## config.mk

```make
export PLATFORM = sky130hd
export DESIGN_NAME = sts_session_seq
export DESIGN_NICKNAME = d
export VERILOG_FILES = /design/src/rtl/sts_pkg.sv /design/src/rtl/sts_cfg_plan.sv /design/src/rtl/sts_core_engine.sv /design/src/rtl/sts_session_ctl.sv /design/src/rtl/sts_session_seq.sv
export SDC_FILE = /design/constraint.sdc
export NUM_CORES = 1
export LEC_CHECK = 0
export CAP_MARGIN = 20
export CELL_PAD_IN_SITES_DETAIL_PLACEMENT = 1
export CELL_PAD_IN_SITES_GLOBAL_PLACEMENT = 1
export CORE_ASPECT_RATIO = 0.9
export CORE_MARGIN = 2
export CORE_UTILIZATION = 40
export CTS_CLUSTER_SIZE = 12
export DETAILED_ROUTE_END_ITERATION = 12
export DONT_BUFFER_PORTS = 1
export GPL_ROUTABILITY_DRIVEN = 1
export PLACE_DENSITY = 0.73
export SLEW_MARGIN = 25
export SYNTH_ARGS = -nofsm -noshare
export SYNTH_HDL_FRONTEND = slang
export SYNTH_HIERARCHICAL = 1
export SYNTH_SLANG_ARGS = --single-unit
```

## constraint.sdc

```tcl
create_clock -name clk_i -period 6.7 [get_ports clk_i]
set_clock_uncertainty 0.1 [all_clocks]
set_input_delay 1.34 -clock clk_i [delete_from_list [all_inputs] [get_ports clk_i]]
set_output_delay 1.34 -clock clk_i [all_outputs]
set_load 0.005 [all_outputs]
```

## src/rtl/sts_pkg.sv

```systemverilog
package sts_pkg;

  // fixed apply/capture overhead per captured vector
  localparam int unsigned OVH_CYCLES = 5;

  typedef enum logic [2:0] {
    EN_IDLE,
    EN_SHIFT,
    EN_APPLY,
    EN_UNLD,
    EN_TAIL,
    EN_DONE
  } eng_state_e;

  // a zero shift length is run as one cycle
  function automatic int unsigned eff_len(input int unsigned len);
    return (len == 0) ? 1 : len;
  endfunction

  // cycles one core needs when it runs on its own
  function automatic int unsigned indep_cycles(input int unsigned len, input int unsigned pats);
    return (pats == 0) ? 0 : pats * (eff_len(len) + OVH_CYCLES) + eff_len(len);
  endfunction

  // cycles one core needs in lockstep given the shared minimum count and maximum length
  function automatic int unsigned lock_cycles(input int unsigned len, input int unsigned pats,
                                              input int unsigned pmin, input int unsigned lmax);
    return (pats == 0) ? 0 :
           pmin * (lmax + OVH_CYCLES) + lmax + (pats - pmin) * eff_len(len);
  endfunction

endpackage

```

## src/rtl/sts_cfg_plan.sv

```systemverilog
module sts_cfg_plan
  import sts_pkg::*;
#(
  parameter int unsigned NUM_CORES = 2,
  parameter int unsigned LEN_W     = 16,
  parameter int unsigned CNT_W     = 16
) (
  input  logic                       lockstep_i,
  input  logic [NUM_CORES*LEN_W-1:0] len_i,
  input  logic [NUM_CORES*CNT_W-1:0] pat_i,
  output logic [NUM_CORES*CNT_W-1:0] n1_o,
  output logic [NUM_CORES*CNT_W-1:0] n2_o,
  output logic [NUM_CORES*LEN_W-1:0] s1_o,
  output logic [NUM_CORES*LEN_W-1:0] s2_o
);

  logic [CNT_W-1:0] pmin;
  logic [LEN_W-1:0] lmax;

  // shared lockstep parameters over cores that carry patterns
  always_comb begin
    pmin = '1;
    lmax = '0;
    for (int i = 0; i < NUM_CORES; i++) begin
      if (pat_i[i*CNT_W +: CNT_W] != '0) begin
        if (pat_i[i*CNT_W +: CNT_W] < pmin) pmin = pat_i[i*CNT_W +: CNT_W];
        if (LEN_W'(eff_len(32'(len_i[i*LEN_W +: LEN_W]))) > lmax)
          lmax = LEN_W'(eff_len(32'(len_i[i*LEN_W +: LEN_W])));
      end
    end
  end

  // per-core plan: n1 captured vectors of length s1, one unload of s1, n2 tail vectors of s2
  always_comb begin
    n1_o = '0;
    n2_o = '0;
    s1_o = '0;
    s2_o = '0;
    for (int i = 0; i < NUM_CORES; i++) begin
      s2_o[i*LEN_W +: LEN_W] = LEN_W'(eff_len(32'(len_i[i*LEN_W +: LEN_W])));
      if (!lockstep_i) begin
        n1_o[i*CNT_W +: CNT_W] = pat_i[i*CNT_W +: CNT_W];
        s1_o[i*LEN_W +: LEN_W] = LEN_W'(eff_len(32'(len_i[i*LEN_W +: LEN_W])));
      end else if (pat_i[i*CNT_W +: CNT_W] != '0) begin
        n1_o[i*CNT_W +: CNT_W] = pmin;
        n2_o[i*CNT_W +: CNT_W] = pat_i[i*CNT_W +: CNT_W] - pmin;
        s1_o[i*LEN_W +: LEN_W] = lmax;
      end else begin
        s1_o[i*LEN_W +: LEN_W] = lmax;
      end
    end
  end

endmodule

```

## src/rtl/sts_core_engine.sv

```systemverilog
module sts_core_engine
  import sts_pkg::*;
#(
  parameter int unsigned LEN_W = 16,
  parameter int unsigned CNT_W = 16,
  parameter int unsigned CYC_W = 32
) (
  input  logic             clk_i,
  input  logic             rst_ni,
  input  logic             load_i,
  input  logic [CNT_W-1:0] n1_i,
  input  logic [CNT_W-1:0] n2_i,
  input  logic [LEN_W-1:0] s1_i,
  input  logic [LEN_W-1:0] s2_i,
  output logic             active_o,
  output logic             last_o,
  output logic             done_o,
  output logic             test_en_o,
  output logic             scan_en_o,
  output logic             capture_o,
  output logic             unload_o,
  output logic [CNT_W-1:0] vec_cnt_o,
  output logic [CYC_W-1:0] shift_cnt_o
);

  localparam logic [LEN_W-1:0] OVH_LAST = LEN_W'(OVH_CYCLES - 1);

  eng_state_e       state_q;
  logic [LEN_W-1:0] rem_q;
  logic [LEN_W-1:0] s1_q, s2_q;
  logic [CNT_W-1:0] n1_left_q, n2_left_q;
  logic [CNT_W-1:0] tot_q;
  logic [CNT_W-1:0] vec_q;
  logic [CYC_W-1:0] shc_q;
  logic             loaded_q;

  // named phase events
  logic phase_end, last_capture, last_tail;
  assign phase_end    = (rem_q == '0);
  assign last_capture = (n1_left_q == CNT_W'(1));
  assign last_tail    = (n2_left_q == CNT_W'(1));

  always_ff @(posedge clk_i or negedge rst_ni) begin
    if (!rst_ni) begin
      state_q   <= EN_IDLE;
      rem_q     <= '0;
      s1_q      <= '0;
      s2_q      <= '0;
      n1_left_q <= '0;
      n2_left_q <= '0;
      tot_q     <= '0;
      vec_q     <= '0;
      shc_q     <= '0;
      loaded_q  <= 1'b0;
    end else if (load_i) begin
      s1_q      <= s1_i;
      s2_q      <= s2_i;
      n1_left_q <= n1_i;
      n2_left_q <= n2_i;
      tot_q     <= n1_i + n2_i;
      vec_q     <= '0;
      shc_q     <= '0;
      loaded_q  <= 1'b0;
      rem_q     <= s1_i - LEN_W'(1);
      state_q   <= (n1_i == '0) ? EN_DONE : EN_SHIFT;
    end else begin
      if (scan_en_o) shc_q <= shc_q + CYC_W'(1);
      unique case (state_q)
        EN_SHIFT: begin
          if (phase_end) begin
            state_q <= EN_APPLY;
            rem_q   <= OVH_LAST;
          end else begin
            rem_q <= rem_q - LEN_W'(1);
          end
        end
        EN_APPLY: begin
          if (phase_end) begin
            vec_q     <= vec_q + CNT_W'(1);
            loaded_q  <= 1'b1;
            n1_left_q <= n1_left_q - CNT_W'(1);
            rem_q     <= s1_q - LEN_W'(1);
            state_q   <= last_capture ? EN_UNLD : EN_SHIFT;
          end else begin
            rem_q <= rem_q - LEN_W'(1);
          end
        end
        EN_UNLD: begin
          if (phase_end) begin
            rem_q   <= s2_q - LEN_W'(1);
            state_q <= (n2_left_q == '0) ? EN_DONE : EN_TAIL;
          end else begin
            rem_q <= rem_q - LEN_W'(1);
          end
        end
        EN_TAIL: begin
          if (phase_end) begin
            vec_q     <= vec_q + CNT_W'(1);
            n2_left_q <= n2_left_q - CNT_W'(1);
            rem_q     <= s2_q - LEN_W'(1);
            if (last_tail) state_q <= EN_DONE;
          end else begin
            rem_q <= rem_q - LEN_W'(1);
          end
        end
        default: ;
      endcase
    end
  end

  assign active_o    = (state_q != EN_IDLE) && (state_q != EN_DONE);
  assign done_o      = (state_q == EN_DONE);
  assign last_o      = phase_end && (((state_q == EN_UNLD) && (n2_left_q == '0)) ||
                                     ((state_q == EN_TAIL) && last_tail));
  assign test_en_o   = active_o;
  assign scan_en_o   = (state_q == EN_SHIFT) || (state_q == EN_UNLD) || (state_q == EN_TAIL);
  assign capture_o   = (state_q == EN_APPLY);
  assign unload_o    = (state_q == EN_UNLD) || (state_q == EN_TAIL) ||
                       ((state_q == EN_SHIFT) && loaded_q);
  assign vec_cnt_o   = vec_q;
  assign shift_cnt_o = shc_q;

  AST_CAPTURE_WINDOW: assert property (@(posedge clk_i) disable iff (!rst_ni)
    $fell(capture_o) |-> ($past(capture_o, 1) && $past(capture_o, 5)));
  AST_SHIFT_BEFORE_CAPTURE: assert property (@(posedge clk_i) disable iff (!rst_ni)
    $rose(capture_o) |-> $past(scan_en_o));
  AST_VECTORS_AT_DONE: assert property (@(posedge clk_i) disable iff (!rst_ni)
    $rose(done_o) |-> (vec_cnt_o == tot_q));
  AST_ZERO_PATTERN_QUIET: assert property (@(posedge clk_i) disable iff (!rst_ni)
    (tot_q == '0) |-> !scan_en_o);

endmodule

```

## src/rtl/sts_session_ctl.sv

```systemverilog
module sts_session_ctl #(
  parameter int unsigned CYC_W = 32
) (
  input  logic             clk_i,
  input  logic             rst_ni,
  input  logic             start_i,
  input  logic             any_active_i,
  input  logic             all_fin_i,
  output logic             load_o,
  output logic             busy_o,
  output logic             done_pulse_o,
  output logic             done_o,
  output logic [CYC_W-1:0] cycles_o
);

  logic             busy_q, pulse_q, done_q;
  logic [CYC_W-1:0] cyc_q;
  logic             finish;

  assign load_o = start_i && !busy_q;
  assign finish = busy_q && all_fin_i;

  always_ff @(posedge clk_i or negedge rst_ni) begin
    if (!rst_ni) begin
      busy_q  <= 1'b0;
      pulse_q <= 1'b0;
      done_q  <= 1'b0;
      cyc_q   <= '0;
    end else begin
      pulse_q <= 1'b0;
      if (load_o) begin
        busy_q <= 1'b1;
        done_q <= 1'b0;
        cyc_q  <= '0;
      end else if (busy_q) begin
        if (any_active_i) cyc_q <= cyc_q + CYC_W'(1);
        if (finish) begin
          busy_q  <= 1'b0;
          done_q  <= 1'b1;
          pulse_q <= 1'b1;
        end
      end
    end
  end

  assign busy_o       = busy_q;
  assign done_pulse_o = pulse_q;
  assign done_o       = done_q;
  assign cycles_o     = cyc_q;

  AST_PULSE_SINGLE: assert property (@(posedge clk_i) disable iff (!rst_ni)
    done_pulse_o |=> !done_pulse_o);
  AST_PULSE_WITH_LEVEL: assert property (@(posedge clk_i) disable iff (!rst_ni)
    done_pulse_o |-> done_o);
  AST_COUNT_FROZEN: assert property (@(posedge clk_i) disable iff (!rst_ni)
    (done_o && !start_i) |=> $stable(cycles_o));
  AST_START_NO_RESTART: assert property (@(posedge clk_i) disable iff (!rst_ni)
    (busy_o && start_i) |=> (cycles_o >= $past(cycles_o)));

endmodule

```

## src/rtl/sts_session_seq.sv

```systemverilog
module sts_session_seq
  import sts_pkg::*;
#(
  parameter int unsigned NUM_CORES = 2,
  parameter int unsigned LEN_W     = 16,
  parameter int unsigned CNT_W     = 16,
  parameter int unsigned CYC_W     = 32
) (
  input  logic                       clk_i,
  input  logic                       rst_ni,
  input  logic                       start_i,
  input  logic                       lockstep_i,
  input  logic [NUM_CORES*LEN_W-1:0] shift_len_i,
  input  logic [NUM_CORES*CNT_W-1:0] pat_cnt_i,
  output logic [NUM_CORES-1:0]       test_en_o,
  output logic [NUM_CORES-1:0]       scan_en_o,
  output logic [NUM_CORES-1:0]       capture_o,
  output logic [NUM_CORES-1:0]       unload_o,
  output logic [NUM_CORES-1:0]       core_done_o,
  output logic [NUM_CORES*CNT_W-1:0] vec_cnt_o,
  output logic [NUM_CORES*CYC_W-1:0] shift_cnt_o,
  output logic                       busy_o,
  output logic                       sess_done_pulse_o,
  output logic                       sess_done_o,
  output logic [CYC_W-1:0]           sess_cycles_o
);

  localparam int unsigned LB = NUM_CORES * LEN_W;
  localparam int unsigned CB = NUM_CORES * CNT_W;

  logic [CB-1:0]        n1, n2;
  logic [LB-1:0]        s1, s2;
  logic                 load;
  logic [NUM_CORES-1:0] active, last, done;
  logic                 any_active, all_fin;

  sts_cfg_plan #(
    .NUM_CORES(NUM_CORES), .LEN_W(LEN_W), .CNT_W(CNT_W)
  ) u_plan (
    .lockstep_i(lockstep_i),
    .len_i     (shift_len_i),
    .pat_i     (pat_cnt_i),
    .n1_o      (n1),
    .n2_o      (n2),
    .s1_o      (s1),
    .s2_o      (s2)
  );

  generate
    for (genvar g = 0; g < NUM_CORES; g++) begin : g_core
      sts_core_engine #(
        .LEN_W(LEN_W), .CNT_W(CNT_W), .CYC_W(CYC_W)
      ) u_eng (
        .clk_i      (clk_i),
        .rst_ni     (rst_ni),
        .load_i     (load),
        .n1_i       (n1[g*CNT_W +: CNT_W]),
        .n2_i       (n2[g*CNT_W +: CNT_W]),
        .s1_i       (s1[g*LEN_W +: LEN_W]),
        .s2_i       (s2[g*LEN_W +: LEN_W]),
        .active_o   (active[g]),
        .last_o     (last[g]),
        .done_o     (done[g]),
        .test_en_o  (test_en_o[g]),
        .scan_en_o  (scan_en_o[g]),
        .capture_o  (capture_o[g]),
        .unload_o   (unload_o[g]),
        .vec_cnt_o  (vec_cnt_o[g*CNT_W +: CNT_W]),
        .shift_cnt_o(shift_cnt_o[g*CYC_W +: CYC_W])
      );
    end
  endgenerate

  assign any_active  = |active;
  assign all_fin     = &(done | last);
  assign core_done_o = done;

  sts_session_ctl #(
    .CYC_W(CYC_W)
  ) u_ctl (
    .clk_i       (clk_i),
    .rst_ni      (rst_ni),
    .start_i     (start_i),
    .any_active_i(any_active),
    .all_fin_i   (all_fin),
    .load_o      (load),
    .busy_o      (busy_o),
    .done_pulse_o(sess_done_pulse_o),
    .done_o      (sess_done_o),
    .cycles_o    (sess_cycles_o)
  );

  AST_IDLE_QUIET: assert property (@(posedge clk_i) disable iff (!rst_ni)
    !busy_o |-> (test_en_o == '0));
  AST_ALL_CORES_DONE: assert property (@(posedge clk_i) disable iff (!rst_ni)
    sess_done_pulse_o |-> (&core_done_o));

endmodule

```

Word-level counts from Yosys, hierarchy flattened:

Cells that the tools add are included.

* bits in registers: 299
* bits of input ports: 68
* logic and storage cells: 230
* output and inout bits: 141

* reductions and logical operators: 68
* bitwise operators: 1
* equality and inequality tests: 26
* muxes and demuxes: 90
* order comparisons: 4
* add/subtract/negate cells: 19

Operators by type and width (count)
* two-way mux 16 bit: 46
* two-way mux 32 bit: 7
* subtractor 16 x 1 -> 16 bit (second input constant): 12
* logical NOT 16 bit: 8
* adder 32 x 1 -> 32 bit (second input constant): 3
* case mux 16 bit (3 select lines): 2
* == test 16 x 1 -> 1 bit (second input constant): 4
* two-way mux 3 bit: 14
* adder 16 x 1 -> 16 bit (second input constant): 2
* nonzero test 16 bit: 2
* subtractor 16 bit: 2
* nonzero test 2 bit: 13
* case mux 3 bit (4 select lines): 2
* AND reduction 2 bit: 9
* two-way mux 1 bit: 17
* > comparator 16 x 1 -> 1 bit (second input constant): 1
* > comparator 16 bit: 1
* less-than comparator 16 bit: 1
* less-than comparator 16 bit (second input constant): 1
* inequality test 3 x 2 -> 1 bit (second input constant): 5
* == test 3 x 2 -> 1 bit (second input constant): 4
* == test 3 bit (second input constant): 4
* logical AND 1 bit: 12
* inequality test 3 x 1 -> 1 bit (second input constant): 4
* 11 further kinds: 32

Depth between registers and ports, before layout:

* word-level depth: 11
* gate-level depth with buffers: 33
* depth with buffers taken out: 26

Hierarchy:

The synthesis kept the hierarchy.

By module, submodules not included
* sts_core_engine at g_core[1].u_eng: sequential area each 3303.2 µm², area each 8080.2 µm², times used 1, cells an instance 887
* sts_core_engine at g_core[0].u_eng: sequential area each 3303.2 µm², area each 7737.4 µm², times used 1, cells an instance 851
* sts_cfg_plan: sequential area each 0.0 µm², area each 4556.9 µm², times used 1, cells an instance 702
* sts_session_ctl: sequential area each 875.8 µm², area each 1740.4 µm², times used 1, cells an instance 168
* sts_session_seq: sequential area each 0.0 µm², area each 15.0 µm², times used 1, cells an instance 2

Least setup slack after synthesis:

No wires, ideal clock.

* path kind: in2reg
* from: input port pat_cnt_i[8]
* to: register g_core[1].u_eng.n2_left_q[6]
* path buffers: 7
* path slack: -837 ps
* stages on the path: 31
* setup time: 131 ps
* arrival: 7307 ps
* required time: 6469 ps
* cells stage by stage: buf_4 > nor4_4 > and4_4 > buf_2 > buf_2 > clkbuf_1 > buf_2 > nor2_1 > ha_1 > a211oi_1 > nor2_1 > a2111oi_4 > o21a_2 > nand2_4 > buf_4 > buf_2 > o21ai_0 > ha_1 > inv_1 > fa_1 > nor2_1 > o21ai_0 > nor2_1 > o21ai_0 > and2_1 > maj3_1 > a21oi_1 > o21ai_1 > mux2_1 > nand2_1 > o21ai_1

* longest elaborated chain between the ends: 10
* elaborated cells between the ends (all ways): 11
* those cells by class: add/sub (1); order compare (2); mux (7); reduce/logical (1)

RTL lines
* start, declared: line sts_session_seq.sv:14 `input logic [NUM_CORES*CNT_W-1:0] pat_cnt_i,`
* less-than comparator 16 bit: line sts_cfg_plan.sv:26 `if (pat_i[i*CNT_W +: CNT_W] < pmin) pmin = pat_i[i*CNT_W +: CNT_W];`
* two-way mux 16 bit: line sts_cfg_plan.sv:26
* two-way mux 16 bit (*): line sts_cfg_plan.sv:25 `if (pat_i[i*CNT_W +: CNT_W] != '0) begin`
* less-than comparator 16 bit: line sts_cfg_plan.sv:26
* two-way mux 16 bit: line sts_cfg_plan.sv:26
* two-way mux 16 bit (*): line sts_cfg_plan.sv:25
* subtractor 16 bit (*): line sts_cfg_plan.sv:46 `n2_o[i*CNT_W +: CNT_W] = pat_i[i*CNT_W +: CNT_W] - pmin;`
* two-way mux 16 bit (*): line sts_cfg_plan.sv:44 `end else if (pat_i[i*CNT_W +: CNT_W] != '0) begin`
* two-way mux 16 bit (*): line sts_cfg_plan.sv:41 `if (!lockstep_i) begin`
* named net n2[22]: line sts_session_seq.sv:31 `logic [CB-1:0] n1, n2;`
* two-way mux 16 bit (*): line sts_core_engine.sv:55 `end else if (load_i) begin`
* end signal, assigned: line sts_core_engine.sv:59 `n2_left_q <= n2_i;`
* end signal, assigned: line sts_core_engine.sv:99 `n2_left_q <= n2_left_q - CNT_W'(1);`
* end, declared: line sts_core_engine.sv:31 `logic [CNT_W-1:0] n1_left_q, n2_left_q;`

Mark *: on every way through the listed nets, which the timed path passes. The rest lies on a longest branch.
A chain may end at the register's enable or synchronous reset.

Final worst setup path:

* from: input port pat_cnt_i[0]
* to: register g_core[1].u_eng.n2_left_q[14]

The elaborated chain is that of the path after synthesis.

==> impl_metrics.env <==
export IMPL_finalSetupTns_ps=0
export IMPL_finalSetupViolations=0
export IMPL_outcome="completed"
export IMPL_syn_area_sq_um=22100
export IMPL_slew_headroom=0.284
export IMPL_viasPerCell=6.18
export IMPL_r2r_end="u_ctl/busy_o$_DFF_PN0_"
export IMPL_chipHeight_microns=227
export IMPL_wl_met1_microns=35500
export IMPL_yosysTopAreaCell="dfrtp_1"
export IMPL_synth_seq_cells=299
export IMPL_synth_edf_count=0
export IMPL_finalCritPeriodShare=0.928
export IMPL_drc=0
export IMPL_row_count=81
export IMPL_worstReg2RegStart="g_core[1].u_eng/rem_q[0]$_DFFE_PN0P_"
export IMPL_finalInstanceArea_sq_um=24000
export IMPL_cap_viol_max_count=0
export IMPL_synth_seq_area_share=0.338
export IMPL_p_leak_nw=9.55
export IMPL_wl_met3_microns=4800
export IMPL_finalCoreUtilization=0.440
export IMPL_fin_nets=2670
export IMPL_rsz0062_at_grt="no"
export IMPL_arrival_ps=6530
export IMPL_hp_class="input pin to async pin"
export IMPL_first_global_vias=20886
export IMPL_r2r_slack_ps=2750
export IMPL_fin_ws_ps=485
export IMPL_vias=20199
export IMPL_required_ps=7010
export IMPL_clk_latency_ps=560
export IMPL_placed_area_sq_um=22700
export IMPL_hold_viol_final=0
export IMPL_synth_top_cell_area_share=0.338
export IMPL_yosys_top_cells_area="dfrtp_1 34%, xnor2_1 5.9%, nand2_1 5.0%, xor2_1 3.7%, ha_1 3.6%"
export IMPL_initial_core_util=0.406
export IMPL_die_area_sq_um=57200
export IMPL_tritoncts="built"
export IMPL_irDropWorstVdd_mv=0.168
export IMPL_antenna_cells=0
export IMPL_yosysWarnings=6
export IMPL_die_w_microns=252
export IMPL_async_reset_ff_frac=1.00
export IMPL_dp_cells=3201
export IMPL_drtPass1Iterations=5
export IMPL_highest_layer="met4"
export IMPL_period_needed_ps=6210
export IMPL_drv_slew=0
export IMPL_rr_worst_depth=9
export IMPL_grt_max_degree=300
export IMPL_final_cell_mix="299 x dfrtp_1, 296 x nand2_1, 210 x nor2_1, 148 x xnor2_1, 138 x o21ai_0"
export IMPL_clockBufferDepth=3
export IMPL_drive_above_1_share=0.103
export IMPL_yosysUniqueCellTypes=114
export IMPL_synth_fp_nets=2744
export IMPL_critPathLaunchType="input pin"
export IMPL_final_common_cell="dfrtp_1"
export IMPL_ios=209
export IMPL_grt_antenna_before_repair=2
export IMPL_worst_pin_slew_ps=1070
export IMPL_wl_per_cell_microns=23.3
export IMPL_crit_path_start="pat_cnt_i[0]"
export IMPL_postRouteWirelength_microns=76100
export IMPL_endpoint="g_core[1].u_eng/n2_left_q[14]$_DFFE_PN0P_"
export IMPL_dp_hpwl_microns=55900
export IMPL_fmax_mhz=161
export IMPL_syn_instance_count=2610
export IMPL_multiInputGateArea_sq_um=13600
export IMPL_drt_iter0_drc=1464
export IMPL_pre_cts_ws_ps=21.4
export IMPL_numCtsBuffers=38
export IMPL_worst_setup_path_end_kind="flip-flop"
export IMPL_grt_pass1_wl_microns=121000
export IMPL_synthFlopType="dfrtp_1"
export IMPL_stdcell_count=3267
export IMPL_hold_buffers=0
export IMPL_hold_ws_ps=370
export IMPL_criticalPathCategory="input pin to flip-flop"
export IMPL_areaGrowthSynthToFinish_pct=8.36
export IMPL_clock_sinks=299
export IMPL_htree_levels=2
export IMPL_wl_met2_microns=34200
export IMPL_total_power_mw=7.87
export IMPL_gp_congestion=0.923
export IMPL_cts_root_buf="clkbuf_16"
export IMPL_core_area_sq_um=54500
export IMPL_path_max_fanout=22
export IMPL_fillers=6449
export IMPL_grt_overflow=0
export IMPL_cts_repair_resized=0
export IMPL_ff_latch_area_sq_um=7480
export IMPL_synth_avg_cell_area_sq_um=8.48
export IMPL_path_clk_slew_ps=60
export IMPL_grtUsageTotal=0.264
export IMPL_power_density_nw_per_um2=328
export IMPL_io_buffers=0
export IMPL_drtAntennaViolNets=0
export IMPL_postCtsSetupBuffers=0
worst max-delay path, stage by stage:
cell       delay, ps
nor4_2           360
and4_4           470
nor2_1           100
ha_1             310
and4_4           260
o211ai_1         200
buf_4            210
a2111oi_4        350
nor2_4            50
or3_1            300
o21ai_1          120
buf_4            190
fa_2             250
nand2_1           70
a211oi_1         320
o32ai_1          150
a211oi_1         360
o21ai_1          180
o21ai_1          240
a21oi_2          110
o211ai_2         200
a31oi_1          130
mux2i_1          130
nand2_1           60
o21ai_1           60
report_power, final:
group	total [mW]	switching [mW]	internal [mW]	leakage, nW
sequential	3.06	0.726	2.34	3.86
clock	2.11	0.838	1.27	0.620
combinational	2.70	1.55	1.16	5.08
total	7.87	3.11	4.76	9.55
cells in the mapped netlist (16+ instances only):
cell type / instances
dfrtp_1: 299
nand2_1: 296
nor2_1: 211
xnor2_1: 148
o21ai_0: 142
a21oi_1: 120
clkbuf_1: 110
xor2_1: 93
inv_1: 91
nand3_1: 85
nor3_1: 82
nor4_1: 75
ha_1: 64
mux2_2: 63
mux2i_1: 63
nand4_1: 57
or3_1: 46
o21ai_1: 33
o31ai_1: 33
or4_1: 30
nand2b_1: 28
nor2b_1: 28
buf_2: 24
a22o_1: 18
and3_1: 18
buf_1: 18
o22ai_1: 16
per-layer routing:
layer	track usage	up-vias
li1	-	9259
met1	0.369	10377
met2	0.417	483
met3	0.0572	80
met4	0.0622	0
met5	0	-
sequential cells by signal, indices dropped and copies added (netlist names):
| register | cells |
|---|---|
| u_ctl/done_pulse_o | 1 |
| u_ctl/done_o | 1 |
| g_core.u_eng/s2_q | 32 |
| u_ctl/cycles_o | 32 |
| g_core.u_eng/vec_cnt_o | 32 |
| g_core.u_eng/rem_q | 32 |
| g_core.u_eng/n1_left_q | 32 |
| g_core.u_eng/state_q | 6 |
| g_core.u_eng/n2_left_q | 32 |
| g_core.u_eng/loaded_q | 2 |
| g_core.u_eng/s1_q | 32 |
| g_core.u_eng/shift_cnt_o | 64 |
| u_ctl/busy_o | 1 |
cell type report:
type / count / share of cell area
Sequential cell: 299 / 0.312
Multi-Input combinational cell: 2056 / 0.569
Inverter: 93 / 0.0149
Tap cell: 705 / 0.0368
Clock inverter: 13 / 0.00621
Clock buffer: 53 / 0.0462
Timing Repair Buffer: 48 / 0.0150
cells by family after synthesis:
group           Yosys count  share of synthesized area
simple gates           1072                      0.255
fa+ha+maj                70                     0.0398
flops                   299                      0.338
buf+inv                 255                     0.0470
compound gates          546                      0.163
mux                     127                     0.0611
xor+xnor                241                     0.0954
worst min path at each step:
stage                                                       to  slack [ps]
global route        g_core[1].u_eng/shift_cnt_o[9]$_DFFE_PN0P_         340
CTS                 g_core[1].u_eng/shift_cnt_o[9]$_DFFE_PN0P_         350
floorplan                 g_core[0].u_eng/loaded_q$_DFFE_PN0P_         370
detailed placement        g_core[0].u_eng/loaded_q$_DFFE_PN0P_         390
finish              g_core[1].u_eng/shift_cnt_o[9]$_DFFE_PN0P_         370
global placement          g_core[0].u_eng/loaded_q$_DFFE_PN0P_         390
Note: power is estimated with default switching activity, not from simulation.
